[src/rtl/cmlp_pkg.sv]
package cmlp_pkg;
  localparam int DATA_W = 16;
  localparam int FRAC_W = 8;
  localparam int ACC_W  = 32;
  localparam int TAG_W  = 2;

  typedef enum logic [2:0] {
    ST_IDLE, ST_STAGE1, ST_STAGE2, ST_STAGE3, ST_STAGE4, ST_DONE
  } stage_e;

  typedef enum logic [1:0] {PH_LOAD, PH_HID, PH_OUT, PH_EMIT} phase_e;

  // external beats per stage and first slot they land in
  function automatic int ext_count(logic [1:0] s);
    case (s)
      2'd0:    return 6;
      2'd2:    return 2;
      default: return 1;
    endcase
  endfunction

  function automatic int ext_base(logic [1:0] s);
    return (s == 2'd0) ? 0 : 2;
  endfunction

  function automatic int in_count(logic [1:0] s);
    return (s == 2'd0) ? 6 : 2 + ext_count(s);
  endfunction

  function automatic logic signed [DATA_W-1:0] coef_val(int st, int ly, int r, int c);
    int h;
    logic [7:0] v;
    h = st*97 + ly*53 + r*31 + c*17 + 7;
    v = 8'(h*37);
    if ((h % 4) == 0) return '0;
    return DATA_W'(int'(v) - 128);
  endfunction

  function automatic logic signed [DATA_W-1:0] rnd_sat(logic signed [ACC_W-1:0] s);
    logic signed [ACC_W:0] t;
    t = ((ACC_W+1)'(s) + (ACC_W+1)'(1 << (FRAC_W-1))) >>> FRAC_W;
    if (t > (ACC_W+1)'(32767))  return 16'sh7fff;
    if (t < -(ACC_W+1)'(32768)) return 16'sh8000;
    return t[DATA_W-1:0];
  endfunction
endpackage

[src/rtl/cmlp_coef.sv]
module cmlp_coef
  import cmlp_pkg::*;
#(
  parameter int CNT_W = 4
) (
  input  logic [1:0]               stage_i,
  input  logic                     layer_i,
  input  logic [CNT_W-1:0]         row_i,
  input  logic [CNT_W-1:0]         col_i,
  output logic signed [DATA_W-1:0] coef_o
);
  always_comb coef_o = coef_val(int'(stage_i), int'(layer_i), int'(row_i), int'(col_i));
endmodule

[src/rtl/cmlp_act.sv]
module cmlp_act
  import cmlp_pkg::*;
#(
  parameter int NEG_SHIFT = 7
) (
  input  logic signed [DATA_W-1:0] x_i,
  output logic signed [DATA_W-1:0] y_o
);
  generate
    if (NEG_SHIFT == 0) begin : g_relu
      always_comb y_o = x_i[DATA_W-1] ? '0 : x_i;
    end else begin : g_leaky
      always_comb y_o = x_i[DATA_W-1] ? (x_i >>> NEG_SHIFT) : x_i;
    end
  endgenerate

  always_comb begin
    if (!x_i[DATA_W-1])
      AST_ACT_PASS: assert (y_o == x_i);
    else
      AST_ACT_NEG: assert (y_o <= 0 && y_o >= x_i);
  end
endmodule

[src/rtl/cmlp_mac.sv]
module cmlp_mac
  import cmlp_pkg::*;
(
  input  logic                     clk_i,
  input  logic                     rst_ni,
  input  logic                     step_i,
  input  logic                     fin_i,
  input  logic signed [DATA_W-1:0] coef_i,
  input  logic signed [DATA_W-1:0] opnd_i,
  output logic signed [DATA_W-1:0] res_o
);
  logic signed [ACC_W-1:0] acc_q, term, sum;

  // bias cycle adds coef aligned to product scale
  always_comb begin
    term  = fin_i ? (ACC_W'(coef_i) <<< FRAC_W) : ACC_W'(coef_i) * ACC_W'(opnd_i);
    sum   = acc_q + term;
    res_o = rnd_sat(sum);
  end

  always_ff @(posedge clk_i or negedge rst_ni) begin
    if (!rst_ni)     acc_q <= '0;
    else if (step_i) acc_q <= fin_i ? '0 : sum;
  end
endmodule

[src/rtl/cmlp_engine.sv]
module cmlp_engine
  import cmlp_pkg::*;
#(
  parameter int HID1_N    = 8,
  parameter int HID2_N    = 8,
  parameter int HID3_N    = 12,
  parameter int HID4_N    = 6,
  parameter int NEG_SHIFT = 7
) (
  input  logic                       clk_i,
  input  logic                       rst_ni,
  input  logic [DATA_W-1:0]          s_tdata_i,
  input  logic                       s_tvalid_i,
  output logic                       s_tready_o,
  output logic [TAG_W+2*DATA_W-1:0]  m_tdata_o,
  output logic                       m_tvalid_o,
  input  logic                       m_tready_i,
  output logic                       m_tlast_o
);
  localparam int MAX_HID = (HID1_N > HID2_N ? HID1_N : HID2_N) > (HID3_N > HID4_N ? HID3_N : HID4_N)
                         ? (HID1_N > HID2_N ? HID1_N : HID2_N) : (HID3_N > HID4_N ? HID3_N : HID4_N);
  localparam int MAX_DIM = MAX_HID > 6 ? MAX_HID : 6;
  localparam int VEC_N   = MAX_DIM + 1;
  localparam int CNT_W   = $clog2(VEC_N);

  function automatic int hid_count(logic [1:0] s);
    case (s)
      2'd0:    return HID1_N;
      2'd1:    return HID2_N;
      2'd2:    return HID3_N;
      default: return HID4_N;
    endcase
  endfunction

  stage_e state_q;
  phase_e phase_q;
  logic [CNT_W-1:0] ld_q, row_q, col_q;
  logic signed [DATA_W-1:0] in_vec_q  [VEC_N];
  logic signed [DATA_W-1:0] hid_vec_q [VEC_N];
  logic signed [DATA_W-1:0] out_x_q, out_y_q;

  logic [1:0]               si;
  logic                     active, layer, fin, step, s_hs, m_hs;
  logic [CNT_W-1:0]         cur_in, cur_rows, ld_last;
  logic signed [DATA_W-1:0] coef, opnd, mac_res, act_res;

  always_comb begin
    case (state_q)
      ST_STAGE2: si = 2'd1;
      ST_STAGE3: si = 2'd2;
      ST_STAGE4: si = 2'd3;
      default:   si = 2'd0;
    endcase
    active   = (state_q inside {ST_STAGE1, ST_STAGE2, ST_STAGE3, ST_STAGE4});
    layer    = (phase_q == PH_OUT);
    cur_in   = layer ? CNT_W'(hid_count(si)) : CNT_W'(in_count(si));
    cur_rows = layer ? CNT_W'(2) : CNT_W'(hid_count(si));
    ld_last  = CNT_W'(ext_base(si) + ext_count(si) - 1);
    fin      = (col_q == cur_in);
    step     = active && (phase_q inside {PH_HID, PH_OUT});
    opnd     = layer ? hid_vec_q[col_q] : in_vec_q[col_q];
    s_tready_o = active && (phase_q == PH_LOAD);
    m_tvalid_o = active && (phase_q == PH_EMIT);
    m_tlast_o  = (state_q == ST_STAGE4);
    m_tdata_o  = {si, out_y_q, out_x_q};
    s_hs       = s_tvalid_i && s_tready_o;
    m_hs       = m_tvalid_o && m_tready_i;
  end

  cmlp_coef #(.CNT_W(CNT_W)) u_coef (
    .stage_i(si), .layer_i(layer), .row_i(row_q), .col_i(col_q), .coef_o(coef)
  );

  cmlp_mac u_mac (
    .clk_i(clk_i), .rst_ni(rst_ni), .step_i(step), .fin_i(fin),
    .coef_i(coef), .opnd_i(opnd), .res_o(mac_res)
  );

  cmlp_act #(.NEG_SHIFT(NEG_SHIFT)) u_act (.x_i(mac_res), .y_o(act_res));

  always_ff @(posedge clk_i or negedge rst_ni) begin
    if (!rst_ni) begin
      state_q <= ST_IDLE;
      phase_q <= PH_LOAD;
      ld_q    <= '0;
      row_q   <= '0;
      col_q   <= '0;
      out_x_q <= '0;
      out_y_q <= '0;
      for (int i = 0; i < VEC_N; i++) begin
        in_vec_q[i]  <= '0;
        hid_vec_q[i] <= '0;
      end
    end else begin
      case (state_q)
        ST_IDLE: if (s_tvalid_i) begin
          state_q <= ST_STAGE1;
          phase_q <= PH_LOAD;
          ld_q    <= '0;
        end
        ST_DONE: state_q <= ST_IDLE;
        default: begin
          case (phase_q)
            PH_LOAD: if (s_hs) begin
              in_vec_q[ld_q] <= s_tdata_i;
              if (ld_q == ld_last) begin
                phase_q <= PH_HID;
                row_q   <= '0;
                col_q   <= '0;
              end else begin
                ld_q <= ld_q + 1'b1;
              end
            end
            PH_HID, PH_OUT: begin
              if (fin) begin
                col_q <= '0;
                if (!layer)            hid_vec_q[row_q] <= act_res;
                else if (row_q == '0)  out_x_q <= mac_res;
                else                   out_y_q <= mac_res;
                if (row_q == cur_rows - 1'b1) begin
                  row_q   <= '0;
                  phase_q <= layer ? PH_EMIT : PH_OUT;
                end else begin
                  row_q <= row_q + 1'b1;
                end
              end else begin
                col_q <= col_q + 1'b1;
              end
            end
            default: if (m_hs) begin
              in_vec_q[0] <= out_x_q;
              in_vec_q[1] <= out_y_q;
              phase_q     <= PH_LOAD;
              ld_q        <= CNT_W'(2);
              case (state_q)
                ST_STAGE1: state_q <= ST_STAGE2;
                ST_STAGE2: state_q <= ST_STAGE3;
                ST_STAGE3: state_q <= ST_STAGE4;
                default:   state_q <= ST_DONE;
              endcase
            end
          endcase
        end
      endcase
    end
  end

  AST_OUT_HOLD: assert property (@(posedge clk_i) disable iff (!rst_ni)
    m_tvalid_o && !m_tready_i |=> m_tvalid_o && $stable(m_tdata_o));
  AST_LAST_TAG: assert property (@(posedge clk_i) disable iff (!rst_ni)
    m_tvalid_o && m_tlast_o |-> m_tdata_o[TAG_W+2*DATA_W-1 -: TAG_W] == 2'd3);
  AST_NO_CROSS: assert property (@(posedge clk_i) disable iff (!rst_ni)
    !(s_tready_o && m_tvalid_o));
  AST_NEXT_LOAD: assert property (@(posedge clk_i) disable iff (!rst_ni)
    m_tvalid_o && m_tready_i && !m_tlast_o |=> s_tready_o);
  AST_END_IDLE: assert property (@(posedge clk_i) disable iff (!rst_ni)
    m_tvalid_o && m_tready_i && m_tlast_o |=> !s_tready_o && !m_tvalid_o);
endmodule

[config.mk]
export PLATFORM = sky130hd
export DESIGN_NAME = cmlp_engine
export DESIGN_NICKNAME = d
export VERILOG_FILES = /design/src/rtl/cmlp_pkg.sv /design/src/rtl/cmlp_coef.sv /design/src/rtl/cmlp_act.sv /design/src/rtl/cmlp_mac.sv /design/src/rtl/cmlp_engine.sv
export SDC_FILE = /design/constraint.sdc
export NUM_CORES = 1
export LEC_CHECK = 0
export BUFFER_PORTS_ARGS = -buffer_cell sky130_fd_sc_hd__buf_2
export CORE_MARGIN = 4
export CORE_UTILIZATION = 65
export DETAILED_ROUTE_END_ITERATION = 7
export GPL_ROUTABILITY_DRIVEN = 0
export PLACE_DENSITY = 0.82
export SLEW_MARGIN = 20
export SYNTH_ARGS = -nofsm -noshare
export SYNTH_HDL_FRONTEND = slang
export SYNTH_HIERARCHICAL = 1
export SYNTH_SLANG_ARGS = --single-unit
[constraint.sdc]
create_clock -name clk_i -period 21.9 [get_ports clk_i]
set_clock_uncertainty 0.1 [all_clocks]
set_input_delay 1.095 -clock clk_i [delete_from_list [all_inputs] [get_ports clk_i]]
set_output_delay 1.095 -clock clk_i [all_outputs]
set_load 0.02 [all_outputs]
==> summary.md <==
| Metric | Value |
|---|---|
| Via density | `roughly 6.5` |
| Critical setup path kind | `register to register` |
| First-pass GRT wire length | `158000 um` |
| Gr ovfl total | `0` |
| Hold Path End | `u_mac/acc_q[15]` |
| # DRC | `0` |
| Vias in the first global route | `28.8k` |
| Area after DPL | `0.0388 mm2` |
| Top cells by area, synth | `dfrtp_1 33%, fa_1 15%, mux2_2 13%` |
| IO Count | `57` |
| CP Launch Type | `register` |
| FMAX | `around 53 MHz` |
| Arr. time, crit path | `19260 ps` |
| CTS root buf | `clkbuf_16` |
| Mapped Area | `0.0381 mm2` |
| Via count | `between 20k and 30k` |
| PostCTS Resize Cnt | `0` |
| Sequential area share after synthesis | `32.7%` |
| Max-slew headroom | `23.6%` |
| Area Growth Syn to Fin | `5.83%` |
| Ys async rst share | `100%` |
| Syn nets | `3867` |
| Drt total wl | `97400 um` |
| Layout cells sized above 1 | `23.4%` |
| FF-to-FF path depth | `59` |
| Worst Path Required | `22280 ps` |
| Final setup viols | `0` |
| Final hold violation count | `0` |
| Flops & latches, synth | `497` |
| Status | `completed` |
| Post-synth EDFFs | `0` |
| Flop-to-flop setup slack | `roughly 3000 ps` |
| HPWL after DPL | `67100 um` |
| Hold Buf Count CTS | `0` |
| Row count | `just under 90` |
| Ys flop type | `dfrtp_1` |
| Min cycle time layout | `18880 ps` |
| Synth cell types | `106` |
| Initial core utilization | `65.9%` |
| Yosys warning count | `6` |
| Max incr delay on CP | `880 ps` |
| Slew Limit Fails | `0` |
| Tcrit/Tclk final | `86.2%` |
| Num CTS Buffers | `48` |
| Worst hold-check path type | `register to register` |
| Die Wd | `250 um` |
| Worst Setup End Kind | `register` |
| Post-CTS Setup Bufs | `0` |
| Crit Path Max Fanout | `134` |
| Hold path start | `u_mac/acc_q[15]` |
| Post-route ant nets | `0` |
| Drt wl/cell | `23.5 um` |
| Worst r2r dst | `hid_vec_q[76]` |
| Critical R2R Launch | `row_q[2]` |
| Area leader, netlist | `dfrtp_1` |
| Initial antenna violation count | `1` |
| Clock latency on the worst-skew pair | `610 ps` |
| Number of max-cap violations | `0` |
| Worst-path clk slew | `60 ps` |
| CP dominant cell by count | `fa_1` |
| CTS sink count | `497` |
| Overall routing resource usage | `31.4%` |
| Worst slew pin tran | `1150 ps` |
| Core Footprint | `between 0.05 and 0.06 mm2` |
| Die area | `0.0625 mm2` |
| Detailed Routing Iterations Pass 1 | `5` |
| RSZ-0062 raised after global routing | `no` |
| Share of the synthesized area in the top cell type | `approximately 33%` |
| Synth top cells by count | `497 x dfrtp_1, 437 x mux2_2, 360 x inv_1` |
| Syn Area/Cell | `11.2 um2` |
| CTS tree | `built` |
| Synth Instances | `3398` |
| DRT iter0 DRCs | `around 2.3k` |
| PortBufs | `between 50 and 60` |
| Worst hold path cell count | `1` |
| Most frequent cell after synthesis | `dfrtp_1` |
| Nets | `3811` |
| Worst path slowest cell | `dfrtp_1` |
| CTS max path bufs | `3` |
| H-tree depth | `2` |
| Setup TNS | `0 ps` |
| Pin count of the biggest net entering global routing | `178` |
| Die Height | `roughly 250 um` |
| Fin area | `0.0403 mm2` |
cell families after synthesis:
logic type	share of synthesized area, %
AOI/OAI and AO/OA	8.16
and+or+nand+nor	10.0
buffers and inverters	6.11
xor gates and xnor gates	2.18
muxes	20.6
adders and majority gates	20.3
DFF	32.7
critical path, delay by kind of cell, from the launching register on:
family / cells / cell delay, ps
AOI/OAI and AO/OA: 15 / 3920
DFF: 1 / 880
xor gates and xnor gates: 5 / 1020
adders and majority gates: 17 / 7500
buffers and inverters: 7 / 1110
and+or+nand+nor: 13 / 3520
muxes: 2 / 620
worst max path at each step:
| stage | start | to | slack [ps] | depth (start not counted) |
|---|---|---|---|---|
| 2_1_floorplan | row_q[1] | hid_vec_q[64] | 5230 | 65 |
| 3_3_place_gp | row_q[2] | hid_vec_q[92] | 3510 | 59 |
| 3_5_place_dp | row_q[2] | hid_vec_q[12] | 2990 | 59 |
| 4_1_cts | row_q[2] | hid_vec_q[76] | 2940 | 59 |
| 5_1_grt | row_q[2] | hid_vec_q[28] | 1600 | 59 |
| 6_report | row_q[2] | hid_vec_q[76] | 3020 | 59 |
flip-flops by register name (all words and copies together), names as in the netlist, 4 cells and up, named ones only:
signal       count
col_q            4
hid_vec_q      208
in_vec_q       208
ld_q             4
out_x_q         16
out_y_q         16
row_q            4
u_mac/acc_q     32
placed cells by master, fill, tap and decap left out, types with 30 or more instances in the layout:
cell	Yosys	routed
a22o_1	46	46
dfrtp_1	497	493
mux2_2	437	437
clkbuf_16	0	48
o21ai_0	77	76
xnor2_1	60	60
fa_1	278	278
xor2_1	32	32
mux2i_1	44	44
nor2_1	119	117
nand2_1	267	267
a21o_1	30	30
buf_4	15	44
a21oi_1	85	84
and2_1	137	137
ha_1	171	171
mux4_2	94	94
buf_2	27	55
inv_1	360	360
nand3_1	36	36
stage by stage:
stage	setup slack, ps	hold WS (ps)	util (%)	std cells
3_5_place_dp	2990	384	67.1	4057
5_1_grt	1600	408	69.7	4137
4_1_cts	2940	399	69.7	4136
3_3_place_gp	3510	375	67.1	4057
6_report	3020	397	69.7	4138
2_1_floorplan	5230	353	-	3398
routing by layer:
metal  part of all wire (%)  GRT usage, %  vias to the layer above
met2                     48          51.7                     1366
met1                     38          41.4                    13800
met3                    8.7          5.86                      350
met5                      0             0                        -
li1                       -             -                    11600
met4                    4.9          13.8                        0
cell type report:
type	instances	area [um2]
timing repair buffer	105	703
tap	765	957
antenna	2	5.00
inverter	361	1360
clock inverter	16	176
clock buffer	63	1290
multi-input combinational	2329	23400
fill	3884	17500
sequential	497	12400
Power is left out: the tool's default activity adds up to more than one toggle a clock period on the data nets, which glitch-free logic cannot reach.
